--- src/rtl/frame_tx_pkg.sv ---
`timescale 1ns/1ps
// Shared constants and controller state type for the framed transmitter.
package frame_tx_pkg;
    localparam int BYTE_W  = 8;   // bits per link byte
    localparam int CNT_IDX = 3;   // buffer address of the length byte

    typedef enum logic [3:0] {
        ST_IDLE,
        ST_GUARD,
        ST_RD_CNT,
        ST_CNT_WAIT,
        ST_RD_BYTE,
        ST_BYTE_WAIT,
        ST_SEND,
        ST_CSUM,
        ST_SEND_CK,
        ST_SETTLE
    } tx_state_t;
endpackage

--- src/rtl/frame_tx_csum.sv ---
`timescale 1ns/1ps
// Running 8-bit sum of sent bytes, offering its two's-complement negation.
// Assumes clr_i and add_i are never high in the same cycle.
module frame_tx_csum #(
    parameter int W = 8
) (
    input  logic         clk,
    input  logic         rst_n,
    input  logic         clr_i,
    input  logic         add_i,
    input  logic [W-1:0] byte_i,
    output logic [W-1:0] neg_o
);
    logic [W-1:0] sum_q;

    // Accumulate each byte handed to the serializer; cleared per frame.
    always_ff @(posedge clk) begin
        if (!rst_n || clr_i) begin
            sum_q <= '0;
        end else if (add_i) begin
            sum_q <= sum_q + byte_i;
        end
    end

    assign neg_o = W'(0) - sum_q;

    p_clr_add_apart_r4: assert property (@(posedge clk) disable iff (!rst_n)
        add_i |-> !clr_i);
endmodule

--- src/rtl/frame_tx_bitser.sv ---
`timescale 1ns/1ps
// Bit serializer: shifts one loaded byte MSB first. Each bit holds clock low
// for SETUP_CYC cycles, then high for HIGH_CYC cycles. The data driver is
// enabled for the byte only and its value is forced low on release.
// Assumes ld_i arrives only while idle (oe_q low).
module frame_tx_bitser
    import frame_tx_pkg::*;
#(
    parameter int SETUP_CYC = 20,
    parameter int HIGH_CYC  = 200
) (
    input  logic              clk,
    input  logic              rst_n,
    input  logic              ld_i,
    input  logic [BYTE_W-1:0] byte_i,
    output logic              byte_done_o,
    output logic              ser_clk_o,
    output logic              ser_data_o,
    output logic              ser_oe_o
);
    localparam int TMAX = (SETUP_CYC > HIGH_CYC) ? SETUP_CYC : HIGH_CYC;
    localparam int TW   = $clog2(TMAX + 1);
    localparam int BW   = $clog2(BYTE_W);

    logic [BYTE_W-1:0] sh_q;
    logic [BW-1:0]     bit_q;
    logic [TW-1:0]     tmr_q;
    logic              clk_q;
    logic              oe_q;
    logic              dat_q;
    logic              last_bit;
    logic              high_end;

    assign last_bit = (bit_q == BW'(BYTE_W - 1));
    assign high_end = oe_q && clk_q && (tmr_q == TW'(HIGH_CYC - 1));

    // Bit sequencing: setup phase with clock low, then the clock-high phase.
    always_ff @(posedge clk) begin
        if (!rst_n) begin
            sh_q  <= '0;
            bit_q <= '0;
            tmr_q <= '0;
            clk_q <= 1'b0;
            oe_q  <= 1'b0;
            dat_q <= 1'b0;
        end else if (ld_i && !oe_q) begin
            sh_q  <= byte_i;
            bit_q <= '0;
            tmr_q <= '0;
            clk_q <= 1'b0;
            oe_q  <= 1'b1;
            dat_q <= byte_i[BYTE_W-1];
        end else if (oe_q) begin
            if (!clk_q) begin
                if (tmr_q == TW'(SETUP_CYC - 1)) begin
                    clk_q <= 1'b1;
                    tmr_q <= '0;
                end else begin
                    tmr_q <= tmr_q + 1'b1;
                end
            end else if (high_end) begin
                clk_q <= 1'b0;
                tmr_q <= '0;
                if (last_bit) begin
                    oe_q  <= 1'b0;
                    dat_q <= 1'b0;
                end else begin
                    bit_q <= bit_q + 1'b1;
                    sh_q  <= {sh_q[BYTE_W-2:0], 1'b0};
                    dat_q <= sh_q[BYTE_W-2];
                end
            end else begin
                tmr_q <= tmr_q + 1'b1;
            end
        end
    end

    assign byte_done_o = high_end && last_bit;
    assign ser_clk_o   = clk_q;
    assign ser_data_o  = dat_q;
    assign ser_oe_o    = oe_q;

    p_hold_while_high_r3: assert property (@(posedge clk) disable iff (!rst_n)
        (clk_q && $past(clk_q)) |-> $stable(dat_q));
    p_released_low_r6: assert property (@(posedge clk) disable iff (!rst_n)
        !oe_q |-> !dat_q);
    p_clk_needs_oe_r6: assert property (@(posedge clk) disable iff (!rst_n)
        clk_q |-> oe_q);
    p_no_reload_r2: assert property (@(posedge clk) disable iff (!rst_n)
        ld_i |-> !oe_q);
endmodule

--- src/rtl/frame_tx_ctrl.sv ---
`timescale 1ns/1ps
// Frame controller: accepts start, optionally waits a guard interval, reads
// the length byte, walks the buffer, then sends the checksum and settles.
// Assumes a buffer with one cycle of read latency.
module frame_tx_ctrl
    import frame_tx_pkg::*;
#(
    parameter int AW         = 5,
    parameter int SETTLE_CYC = 4000000,
    parameter int GUARD_CYC  = 4000000
) (
    input  logic              clk,
    input  logic              rst_n,
    input  logic              start_i,
    input  logic              rx_recent_i,
    input  logic [BYTE_W-1:0] buf_data_i,
    input  logic              byte_done_i,
    input  logic [BYTE_W-1:0] csum_neg_i,
    output logic [AW-1:0]     buf_addr_o,
    output logic              ld_o,
    output logic [BYTE_W-1:0] ld_byte_o,
    output logic              sum_clr_o,
    output logic              sum_add_o,
    output logic              busy_o,
    output logic              done_o
);
    localparam int TMAX = (SETTLE_CYC > GUARD_CYC) ? SETTLE_CYC : GUARD_CYC;
    localparam int TW   = $clog2(TMAX + 1);

    tx_state_t         st_q;
    logic [BYTE_W-1:0] idx_q;
    logic [BYTE_W-1:0] cnt_q;
    logic [TW-1:0]     tmr_q;
    logic              busy_q;
    logic              done_q;
    logic              accept;

    assign accept = (st_q == ST_IDLE) && start_i;

    // Frame sequencing and the guard/settle timer.
    always_ff @(posedge clk) begin
        if (!rst_n) begin
            st_q   <= ST_IDLE;
            idx_q  <= '0;
            cnt_q  <= '0;
            tmr_q  <= '0;
            busy_q <= 1'b0;
            done_q <= 1'b0;
        end else begin
            done_q <= 1'b0;
            case (st_q)
                ST_IDLE: begin
                    if (start_i) begin
                        busy_q <= 1'b1;
                        tmr_q  <= '0;
                        idx_q  <= '0;
                        st_q   <= rx_recent_i ? ST_GUARD : ST_RD_CNT;
                    end
                end
                ST_GUARD: begin
                    if (tmr_q == TW'(GUARD_CYC - 1)) begin
                        tmr_q <= '0;
                        st_q  <= ST_RD_CNT;
                    end else begin
                        tmr_q <= tmr_q + 1'b1;
                    end
                end
                ST_RD_CNT:   st_q <= ST_CNT_WAIT;
                ST_CNT_WAIT: begin
                    cnt_q <= buf_data_i;
                    st_q  <= (buf_data_i == '0) ? ST_CSUM : ST_RD_BYTE;
                end
                ST_RD_BYTE:   st_q <= ST_BYTE_WAIT;
                ST_BYTE_WAIT: st_q <= ST_SEND;
                ST_SEND: begin
                    if (byte_done_i) begin
                        if (BYTE_W'(idx_q + 1'b1) == cnt_q) begin
                            st_q <= ST_CSUM;
                        end else begin
                            idx_q <= idx_q + 1'b1;
                            st_q  <= ST_RD_BYTE;
                        end
                    end
                end
                ST_CSUM: st_q <= ST_SEND_CK;
                ST_SEND_CK: begin
                    if (byte_done_i) begin
                        tmr_q <= '0;
                        st_q  <= ST_SETTLE;
                    end
                end
                ST_SETTLE: begin
                    if (tmr_q == TW'(SETTLE_CYC - 1)) begin
                        busy_q <= 1'b0;
                        done_q <= 1'b1;
                        st_q   <= ST_IDLE;
                    end else begin
                        tmr_q <= tmr_q + 1'b1;
                    end
                end
                default: st_q <= ST_IDLE;
            endcase
        end
    end

    // Buffer address, serializer load and checksum strobes per state.
    always_comb begin
        buf_addr_o = (st_q == ST_RD_CNT) ? AW'(CNT_IDX) : idx_q[AW-1:0];
        ld_o       = (st_q == ST_BYTE_WAIT) || (st_q == ST_CSUM);
        ld_byte_o  = (st_q == ST_CSUM) ? csum_neg_i : buf_data_i;
        sum_add_o  = (st_q == ST_BYTE_WAIT);
        sum_clr_o  = accept;
    end

    assign busy_o = busy_q;
    assign done_o = done_q;

    p_idx_bound_r2: assert property (@(posedge clk) disable iff (!rst_n)
        (st_q == ST_SEND) |-> (idx_q < cnt_q));
    p_done_single_r10: assert property (@(posedge clk) disable iff (!rst_n)
        done_q |=> !done_q);
    p_done_on_fall_r10: assert property (@(posedge clk) disable iff (!rst_n)
        done_q |-> (!busy_q && $past(busy_q)));
endmodule

--- src/rtl/frame_tx.sv ---
`timescale 1ns/1ps
// Framed serial message transmitter top: controller, bit serializer and
// checksum generator. The link data line is driven only while ser_oe_o is
// high. Assumes a buffer with one cycle of read latency on buf_addr_o.
module frame_tx
    import frame_tx_pkg::*;
#(
    parameter int AW         = 5,
    parameter int SETUP_CYC  = 20,
    parameter int HIGH_CYC   = 200,
    parameter int SETTLE_CYC = 4000000,
    parameter int GUARD_CYC  = 4000000
) (
    input  logic              clk,
    input  logic              rst_n,
    input  logic              start_i,
    input  logic              rx_recent_i,
    output logic [AW-1:0]     buf_addr_o,
    input  logic [BYTE_W-1:0] buf_data_i,
    output logic              ser_clk_o,
    output logic              ser_data_o,
    output logic              ser_oe_o,
    output logic              busy_o,
    output logic              done_o
);
    logic              ld;
    logic [BYTE_W-1:0] ld_byte;
    logic              byte_done;
    logic              sum_clr;
    logic              sum_add;
    logic [BYTE_W-1:0] csum_neg;

    frame_tx_ctrl #(
        .AW(AW), .SETTLE_CYC(SETTLE_CYC), .GUARD_CYC(GUARD_CYC)
    ) u_ctrl (
        .clk(clk), .rst_n(rst_n), .start_i(start_i), .rx_recent_i(rx_recent_i),
        .buf_data_i(buf_data_i), .byte_done_i(byte_done), .csum_neg_i(csum_neg),
        .buf_addr_o(buf_addr_o), .ld_o(ld), .ld_byte_o(ld_byte),
        .sum_clr_o(sum_clr), .sum_add_o(sum_add),
        .busy_o(busy_o), .done_o(done_o)
    );

    frame_tx_bitser #(
        .SETUP_CYC(SETUP_CYC), .HIGH_CYC(HIGH_CYC)
    ) u_ser (
        .clk(clk), .rst_n(rst_n), .ld_i(ld), .byte_i(ld_byte),
        .byte_done_o(byte_done), .ser_clk_o(ser_clk_o),
        .ser_data_o(ser_data_o), .ser_oe_o(ser_oe_o)
    );

    frame_tx_csum #(.W(BYTE_W)) u_sum (
        .clk(clk), .rst_n(rst_n), .clr_i(sum_clr), .add_i(sum_add),
        .byte_i(ld_byte), .neg_o(csum_neg)
    );

    p_clk_in_busy_r7: assert property (@(posedge clk) disable iff (!rst_n)
        ser_clk_o |-> busy_o);
endmodule

--- config.mk ---
export PLATFORM = sky130hd
export DESIGN_NAME = frame_tx
export DESIGN_NICKNAME = d
export VERILOG_FILES = /design/src/rtl/frame_tx_pkg.sv /design/src/rtl/frame_tx_csum.sv /design/src/rtl/frame_tx_bitser.sv /design/src/rtl/frame_tx_ctrl.sv /design/src/rtl/frame_tx.sv
export SDC_FILE = /design/constraint.sdc
export NUM_CORES = 1
export LEC_CHECK = 0
export ABC_AREA = 1
export BUFFER_PORTS_ARGS = -buffer_cell sky130_fd_sc_hd__buf_2
export CAP_MARGIN = 20
export CELL_PAD_IN_SITES_DETAIL_PLACEMENT = 0
export CELL_PAD_IN_SITES_GLOBAL_PLACEMENT = 1
export CORE_MARGIN = 4
export CORE_UTILIZATION = 44
export CTS_CLUSTER_SIZE = 14
export DETAILED_ROUTE_END_ITERATION = 12
export HOLD_SLACK_MARGIN = 0.03
export PLACE_DENSITY = 0.86
export SETUP_SLACK_MARGIN = 0.5
export SKIP_CTS_REPAIR_TIMING = 1
export SLEW_MARGIN = 20
export SYNTH_ARGS = -nofsm -noshare
export SYNTH_HDL_FRONTEND = slang
export SYNTH_HIERARCHICAL = 1
export SYNTH_SLANG_ARGS = --single-unit
--- constraint.sdc ---
create_clock -name clk -period 3.45 [get_ports clk]
set_clock_uncertainty 0.2 [all_clocks]
set_input_delay 0 -clock clk [delete_from_list [all_inputs] [get_ports clk]]
set_output_delay 0 -clock clk [all_outputs]
set_load 0.1 [all_outputs]
==> After elaboration in Yosys (flattened, before gate mapping) <==
Cells that the tools add are included.
{ "totals": {"ff_bits": 73, "in_bits": 12, "out_inout_bits": 10, "wordCells": 114} }
{ "classes": {"n_addsub": 6, "eq_ne": 22, "n_mux": 45, "bitwise_logic": 2, "reduce_logical": 26} }
{ "op_table": {"columns": ["op", "count"], "rows": [
  ["$mux W22", 4],
  ["$pmux W22 S4", 1],
  ["$mux W8", 7],
  ["$pmux W4 S10", 1],
  ["$mux W7", 5],
  ["$add A22 B1 Y22 const B", 1],
  ["$eq A22 B22 Y1 const B", 1],
  ["$mux W4", 5],
  ["$add A8 B1 Y8 const B", 2],
  ["$eq A4 B3 Y1 const B", 4],
  ["$mux W1", 16],
  ["$pmux W8 S2", 1],
  ["$reduce_and A4 Y1", 4],
  ["$ne A2 B2 Y1 const B", 6],
  ["$reduce_bool A2 Y1", 5],
  ["$add A8 B8 Y8", 1],
  ["$eq A4 B2 Y1 const B", 2],
  ["$eq A4 B4 Y1 const B", 2],
  ["$eq A8 B5 Y1 const B", 1],
  ["$eq A8 B8 Y1", 1],
  ["$eq A8 B8 Y1 const B", 1],
  ["$logic_not A8 Y1", 1],
  ["$sub A1 B8 Y8 const A", 1],
  ["$mux W2", 3],
  ["other kinds (16)", 25]
]} }

==> Logic depth before layout (Yosys ltp) <==
Gate-level depths: netlist of the first run.
{ "depth": {"ltp_word": 6, "depth_mapped": 17, "depth_no_buf": 17} }

==> Hierarchy <==
The synthesis of the first run kept the hierarchy.
{ "modules_own_cells": {"columns": ["module", "n_inst", "cells_per_inst", "area_each_um2", "seq_area_each_um2"], "rows": [
  ["frame_tx_ctrl", 1, 463, 2891.5, 880.8],
  ["frame_tx_bitser", 1, 155, 1119.8, 420.4],
  ["frame_tx_csum", 1, 116, 775.7, 160.2]
]} }

==> Least setup slack after synthesis of the first run <==
OpenSTA, ideal clock, no wires.
{ "synth_timing": {"kind": "reg2reg", "from": "register u_ser.oe_q, in the netlist u_ser/ser_oe_o", "to": "register u_ctrl.tmr_q[12]", "setup_ns": 0.127, "arrival_ns": 2.403, "t_required_ns": 3.123, "setup_slack_ns": 0.720, "path_stages_with_launch": 14, "synth_period_minus_slack_ns": 2.730, "cell_sequence": "dfxtp_1 buf_6 nand3_2 inv_1 nand3_4 nor2_1 inv_1 nand2_1 nand4_1 nor2_1 buf_6 nand3_2 nor3_1 a21oi_1"} }
{ "synth_via": {"elab_chain_len": 5} }
{ "synth_rtl": {"columns": ["item", "line_no", "text"], "rows": [
  ["from (decl)", "frame_tx_bitser.sv:29", "logic oe_q;"],
  ["from (signal assigned)", "frame_tx_bitser.sv:44", "oe_q <= 1'b0;"],
  ["from (signal assigned)", "frame_tx_bitser.sv:51", "oe_q <= 1'b1;"],
  ["from (signal assigned)", "frame_tx_bitser.sv:65", "oe_q <= 1'b0;"],
  ["$logic_and A1 B1 Y1 (2 in series)", "frame_tx_bitser.sv:35", "assign high_end = oe_q && clk_q && (tmr_q == TW'(HIGH_CYC - 1));"],
  ["$logic_and A1 B1 Y1", "frame_tx_bitser.sv:78", "assign byte_done_o = high_end && last_bit;"],
  ["net byte_done", "frame_tx.sv:28", "logic byte_done;"],
  ["$ne A2 B2 Y1 (no line)", null, null],
  ["$reduce_and A4 Y1 (no line)", null, null],
  ["to (signal assigned)", "frame_tx_ctrl.sv:65", "tmr_q <= tmr_q + 1'b1;"],
  ["to (signal assigned)", "frame_tx_ctrl.sv:98", "tmr_q <= tmr_q + 1'b1;"],
  ["to (decl)", "frame_tx_ctrl.sv:33", "logic [TW-1:0] tmr_q;"]
]} }
The timed path passes the listed nets, and every way through them passes these cells.
A chain may end at the register's enable or synchronous reset.

==> Worst setup path in the final report of the first run <==
{ "layout_timing": {"from": "register u_ctrl.st_q[3]", "to": "register u_sum.sum_q[6]"} }
{ "layout_via": {"elab_chain_len": 3, "elab_cells_between_ends": 7, "classes_between": "1 x add/sub; 2 x eq/ne; 1 x mux; 3 x reduce/logical"} }
{ "layout_rtl": {"columns": ["item", "line_no", "text"], "rows": [
  ["from (decl)", "frame_tx_ctrl.sv:30", "tx_state_t st_q;"],
  ["from (signal assigned)", "frame_tx_ctrl.sv:57", "st_q <= rx_recent_i ? ST_GUARD : ST_RD_CNT;"],
  ["from (signal assigned)", "frame_tx_ctrl.sv:71", "st_q <= (buf_data_i == '0) ? ST_CSUM : ST_RD_BYTE;"],
  ["$eq A4 B3 Y1", "frame_tx_ctrl.sv:110", "ld_byte_o = (st_q == ST_CSUM) ? csum_neg_i : buf_data_i;"],
  ["$mux W8", "frame_tx_ctrl.sv:110", null],
  ["net ld_byte[1]", "frame_tx.sv:27", "logic [BYTE_W-1:0] ld_byte;"],
  ["$add A8 B8 Y8", "frame_tx_csum.sv:21", "sum_q <= sum_q + byte_i;"],
  ["to (signal assigned)", "frame_tx_csum.sv:21", null],
  ["to (decl)", "frame_tx_csum.sv:14", "logic [W-1:0] sum_q;"]
]} }
The timed path passes the listed nets, and every way through them passes these cells.

==> results by group, run 1 <==
Floorplanning
  • Die W: between 100 and 150 um
  • Core ar.: around 0.010 mm2
  • IO Pins: 22
  • Num rows: 37
  • Initial Util: 0.458
  • Die Y: 112 um
  • Die ar.: 0.0126 mm2

Logic synthesis
  • Yosys top cell by area: dfxtp_1
  • Synth warn: 6
  • Synth cell types: 51
  • Synth async-reset ratio: 0
  • Sequential area share after synthesis: 0.305
  • Largest cells by area after synthesis: dfxtp_1, nand2_1, inv_1
  • Avg Synthesized Cell Area: 6.52 um2
  • Post-synth top flop: dfxtp_1
  • FF+latch count, synth: 73
  • Post-synth design cell area: between 0.004 and 0.005 mm2
  • Yosys top cell area share: 0.305
  • Syn Nets: between 700 and 800
  • Post-synth EDFFs: 0
  • Syn Inst Count: 734

Worst setup path
  • Startpoint types: flip-flop
  • Critical Path AT: 2810 ps
  • Critical Path Max Stage Delay: about 480 ps
  • Worst r2r path cells: 15
  • Worst EP required: 3490 ps
  • Crit-path cells: nor2_1 > inv_1 > nor2_1 > buf_6 > o21ai_0 > inv_1 > fa_1 > inv_1 > nand2_1 > nand2_1 > nand3b_1 > nand3_1 > nand2_1 > nor2_1 > nor2_1
  • Critical path capture point type: flip-flop
  • Slowest stage cell on the critical path: fa_1
  • CP max FO: 15
  • Most frequent CP cell: nor2_1
  • Critical path type: reg2reg

Timing
  • Fin. Hold Viols: 0
  • Relative slew margins: 0.477
  • Sum Neg Setup Slack: 0 ps
  • Fin crit share: 0.801
  • Final setup viols: 0
  • RSZ-0062 raised after global routing: no
  • Fin. max-slew vios: 0
  • Fmax: 0.362 GHz
  • Final hold slack: 274 ps
  • Setup WS post-layout: 685 ps
  • Tightest Pin Transition: 782 ps
  • Clock period minus worst slack: 2760 ps

Drt
  • Wirelength per Cell: around 13 um
  • Number of DRC markers in iteration 0: roughly 330
  • DRC: 0
  • Drt pass-1 iters: 5
  • Vias per cell: 5.16
  • WL final: 12,100 um
  • Vias: 4,707
  • Antenna-violating nets left: 0

Global routing
  • Largest net degree at the start of global routing: 25
  • Final global-route overflow total: 0
  • Vias in the first global route: around 4,200
  • First-pass GRT wire length: approximately 20,000 um
  • Initial antenna violation count: 0
  • Tot GR Track Use: 0.190

Hold path
  • Hold crit path type: reg2reg
  • WHS Path Cells: 2

Place
  • Detailed Place HPWL: ~8800 um
  • Dpl cell area: approximately 0.0050 mm2
  • Placed cells: 877
  • Pre-CTS WS: 612 ps
  • IO Port Bufs: 21
  • Final GP Congestion: 0.857

Cells and area
  • Commonest non-fill, non-tap cell in the layout: nand2_1
  • Nets: 798
  • Final Util: 0.518
  • Fin cells: around 910
  • Leading cell types in the layout, fill and taps excluded: nand2_1, inv_1, nor2_1
  • Layout cell share with drive strength beyond 1: 0.125
  • Ant diodes: 0
  • Area growth, synth to finish: 13.3%
  • Design area: 0.00542 mm2

Status
  • Status: finished, final reports clean

Clock tree
  • H-tree Lvls: 3
  • Worst-skew pair later-pin latency: 360 ps
  • Num CTS Buffers: 9
  • Clock root buffer: clkbuf_8
  • Max clock buf depth: 2
  • CTS Sinks: 73
  • CTS clk-pin slew, worst paths: 80 ps
  • CTS tree: yes

Pwr
  • Overall Power: roughly 3.3 mW
  • IR drop worst, VDD: roughly 0.54 mV
  • Leakage: about 2.5 nW
  • PD cells: 602 mW/mm2

Job
  • Max Cap Viol: 0
## power breakdown
group | internal (mW) | leakage [nW] | total (mW) | switching (mW)
Sequential | 0.929 | 0.591 | 1.03 | 0.101
Clock | 0.480 | 0.115 | 0.830 | 0.349
Combinational | 0.376 | 1.78 | 1.40 | 1.03
Total | 1.79 | 2.49 | 3.26 | 1.48
## state kept, by name (all words and copies together) (netlist names)
name	flops
u_ctrl/tmr_q	22
u_ctrl/cnt_q	8
u_ctrl/idx_q	8
u_ser/tmr_q	8
u_sum/sum_q	8
u_ser/sh_q	7
u_ctrl/st_q	4
u_ser/bit_q	3
u_ctrl/busy_o	1
u_ctrl/done_o	1
u_ser/ser_clk_o	1
u_ser/ser_data_o	1
u_ser/ser_oe_o	1
## Yosys cell counts (8+ instances only)
| master | n |
|---|---|
| nand4_1 | 16 |
| xor2_1 | 17 |
| nor2_1 | 82 |
| nand2_1 | 185 |
| inv_2 | 11 |
| inv_1 | 97 |
| ha_1 | 13 |
| dfxtp_1 | 73 |
| nor3_1 | 8 |
| o21ai_0 | 26 |
| nand3_1 | 49 |
| nor2_2 | 10 |
| a21oi_1 | 55 |
## kinds of logic (layout without fill, tap and decap cells)
kind of cell | after synthesis | after routing | synth area share
AOI/OAI and AO/OA | 106 | 106 | 0.124
xor gates and xnor gates | 21 | 21 | 0.0384
adders and majority gates | 14 | 14 | 0.0382
buffers and inverters | 130 | 173 | 0.113
DFF | 73 | 73 | 0.305
and+or+nand+nor | 390 | 390 | 0.380
## area by class of cell
cell class | count | area [um2]
clock inverter | 7 | 119
inverter | 112 | 424
clock buffer | 9 | 124
timing repair buffer | 45 | 337
fill | 1060 | 5040
tap | 136 | 170
multi-input combinational | 531 | 2790
sequential | 73 | 1460
## final timing paths
| check | start | endpoint | slack [ps] |
|---|---|---|---|
| setup reg to reg | u_ctrl/st_q[3]$_SDFFE_PN0P_ | u_sum/sum_q[6]$_SDFFE_PP0P_ | 690 |
| setup / recovery | u_ctrl/st_q[3]$_SDFFE_PN0P_ | u_sum/sum_q[6]$_SDFFE_PP0P_ | 690 |
| hold reg to reg | u_ctrl/cnt_q[6]$_SDFFE_PN0P_ | u_ctrl/cnt_q[6]$_SDFFE_PN0P_ | 270 |
| hold / removal | u_ctrl/cnt_q[6]$_SDFFE_PN0P_ | u_ctrl/cnt_q[6]$_SDFFE_PN0P_ | 270 |
## per-layer routing
metal	vias to the layer above	global-route usage	routed length [um]
met5	-	0	0
met4	0	0.0593	209
met3	18	0.0323	543
met2	105	0.303	5520
met1	2149	0.263	5840
li1	2435	-	-
## worst max-delay path: cells and delay by family, from the launching register on
kind | cells | cell delay, ps
AND/OR/NAND/NOR | 9 | 740
AO/OA/AOI/OAI | 1 | 360
buffers and inverters | 4 | 440
adder cells (fa/ha/maj) | 1 | 480
flip-flops | 1 | 440
(Power assumes the default switching activity.)
==> run 2: changes to the inputs <==
--- a/config.mk
+++ b/config.mk
@@ -11,11 +11,11 @@
 export CELL_PAD_IN_SITES_DETAIL_PLACEMENT = 0
 export CELL_PAD_IN_SITES_GLOBAL_PLACEMENT = 1
 export CORE_MARGIN = 4
-export CORE_UTILIZATION = 44
+export CORE_UTILIZATION = 40
 export CTS_CLUSTER_SIZE = 14
 export DETAILED_ROUTE_END_ITERATION = 12
 export HOLD_SLACK_MARGIN = 0.03
-export PLACE_DENSITY = 0.86
+export PLACE_DENSITY = 0.82
 export SETUP_SLACK_MARGIN = 0.5
 export SKIP_CTS_REPAIR_TIMING = 1
 export SLEW_MARGIN = 20
==> constraint.sdc (replaced) <==
create_clock -name clk -period 2.3 [get_ports clk]
set_clock_uncertainty 0.2 [all_clocks]
set_input_delay 0 -clock clk [delete_from_list [all_inputs] [get_ports clk]]
set_output_delay 0 -clock clk [all_outputs]
set_load 0.1 [all_outputs]
==> run 2 against run 1 <==
The flow now finishes with violations (setup timing). Core utilization rose by 6.4 points. Clock power rose by 71%. Combinational power rose by 140%. Setup slack got worse by 730 ps. Global-route usage fell by 0.87 points. Critical endpoint is now u_sum/sum_q[5]$_SDFFE_PP0P_.
==> results by group, run 2 (synthesis results as in run 1) <==
Worst setup path
  • Critical Path AT: roughly 2400 ps
  • CP max FO: 7
  • Startpoint types: flip-flop
  • Crit-path cells: inv_2 > nor2_4 > inv_2 > nor2_4 > buf_4 > buf_6 > nand2_1 > o21ai_4 > ha_4 > or2_4 > nand3b_1 > nand2_1 > nand2_1 > nand3_1 > nand2_1 > inv_1
  • Critical path type: reg2reg
  • Critical path capture point type: flip-flop
  • Slowest stage cell on the critical path: dfxtp_2
  • Crit-path leading delay family: simple AND/OR/NAND/NOR gates
  • Worst EP required: 2340 ps
  • Critical Path Max Stage Delay: 340 ps
  • CP bufs+invs: 5
  • Most frequent CP cell: nand2_1

Place
  • Placed cells: between 900 and 1,000
  • IO Port Bufs: 21
  • Dpl cell area: 0.00535 mm2
  • Final GP Congestion: 0.874
  • Detailed Place HPWL: 9170 um
  • Pre-CTS WS: -27.1 ps

Floorplanning
  • Die Y: 117 um
  • Num rows: 39
  • Die W: 117 um
  • Die ar.: 0.0138 mm2
  • IO Pins: 22
  • Core ar.: 0.0116 mm2
  • Initial Util: 0.414

Global routing
  • Final global-route overflow total: 0
  • Largest net degree at the start of global routing: 25
  • Tot GR Track Use: 0.181
  • Vias in the first global route: 4,350
  • First-pass GRT wire length: 20,900 um
  • Initial antenna violation count: 0

Cells and area
  • Commonest non-fill, non-tap cell in the layout: nand2_1
  • Leading cell types in the layout, fill and taps excluded: nand2_1, inv_1, nor2_1
  • Ant diodes: 0
  • Design area: 0.00673 mm2
  • Nets: around 860
  • Layout cell share with drive strength beyond 1: 0.357
  • Fin cells: 984
  • Max reg flops: 22
  • Most flop-heavy register: u_ctrl/tmr_q
  • Area growth, synth to finish: 40.6%
  • Final Util: 0.582

Timing
  • Tightest Pin Transition: 752 ps
  • Relative slew margins: 0.497
  • Sum Neg Setup Slack: -120 ps
  • Final hold slack: about 36 ps
  • Fin. Hold Viols: 0
  • RSZ-0062 raised after global routing: yes
  • Final setup viols: 5
  • Fmax: between 0.4 and 0.5 GHz
  • Clock period minus worst slack: around 2300 ps
  • Fin crit share: 1.02
  • Setup WS post-layout: -48.3 ps
  • Fin. max-slew vios: 0

Pwr
  • Overall Power: between 6 and 7 mW
  • IR drop worst, VDD: 0.476 mV
  • PD cells: 946 mW/mm2
  • Leakage: roughly 3 nW

Job
  • Max Cap Viol: 0

Clock tree
  • Max clock buf depth: 2
  • H-tree Lvls: 3
  • CTS clk-pin slew, worst paths: 60 ps
  • Worst-skew pair later-pin latency: 340 ps
  • CTS Sinks: 73
  • Num CTS Buffers: 9
  • CTS tree: yes
  • Clock root buffer: clkbuf_16

Drt
  • Number of DRC markers in iteration 0: 305
  • Vias: 4,954
  • WL final: 13,400 um
  • Wirelength per Cell: between 10 and 15 um
  • Drt pass-1 iters: 5
  • Antenna-violating nets left: 0
  • Vias per cell: 5.03
  • DRC: 0

Status
  • Status: finished with violations
  • Failing checks: setup timing

Hold path
  • Hold crit path type: in2reg
-- run 2: cell count changes in the layout (fill, tap and decap cells not counted), moves of 10 or more --
cell and delta:
nand2_2 +22, inv_1 -15, dfxtp_1 -21, dfxtp_2 +13
a21oi_1 -11, buf_4 +59, nand2_1 -31, buf_6 +10
a21oi_2 +11, nand3_1 -13, ha_1 -10, ha_4 +10
nor2_1 -16
-- run 2: power breakdown --
group | internal [mW] | total (mW) | switching [mW]
clock network | 0.844 | 1.42 | 0.575
registers | 1.42 | 1.58 | 0.160
logic | 1.27 | 3.37 | 2.10
total | 3.54 | 6.37 | 2.83
-- run 2: final timing paths --
path / start / end / slack (ps) / cells past startpoint
min: rst_n / u_ser/sh_q[5]$_SDFFE_PN0P_ / 40 / 3
min reg2reg: u_ser/sh_q[5]$_SDFFE_PN0P_ / u_ser/sh_q[5]$_SDFFE_PN0P_ / 280 / 2
max: u_ctrl/st_q[2]$_SDFFE_PN0P_ / u_sum/sum_q[5]$_SDFFE_PP0P_ / -50 / 16
max reg2reg: u_ctrl/st_q[2]$_SDFFE_PN0P_ / u_sum/sum_q[5]$_SDFFE_PP0P_ / -50 / 16
-- run 2: routing by layer --
metal | routed length [um] | global-route usage | share of wire
met1 | 5980 | 0.242 | 0.45
met2 | 6570 | 0.295 | 0.49
met3 | 529 | 0.0371 | 0.040
met5 | 0 | 0 | 0
met4 | 278 | 0.0587 | 0.021
-- run 2: worst register-to-register path, delay by kind of cell, from the launching register on --
kind	cells	cell delay (ps)
and+or+nand+nor	9	990
buffers and inverters	5	390
DFF	1	340
adders and majority gates	1	230
AOI/OAI and AO/OA	1	100
-- run 2: final cells by class --
| class | instances | area, um2 |
|---|---|---|
| Fill cell | 1050 | 4830 |
| Multi-Input combinational cell | 533 | 3430 |
| Sequential cell | 73 | 1510 |
| Timing Repair Buffer | 107 | 870 |
| Inverter | 112 | 450 |
| Clock buffer | 10 | 229 |
| Tap cell | 143 | 179 |
| Clock inverter | 6 | 68.8 |
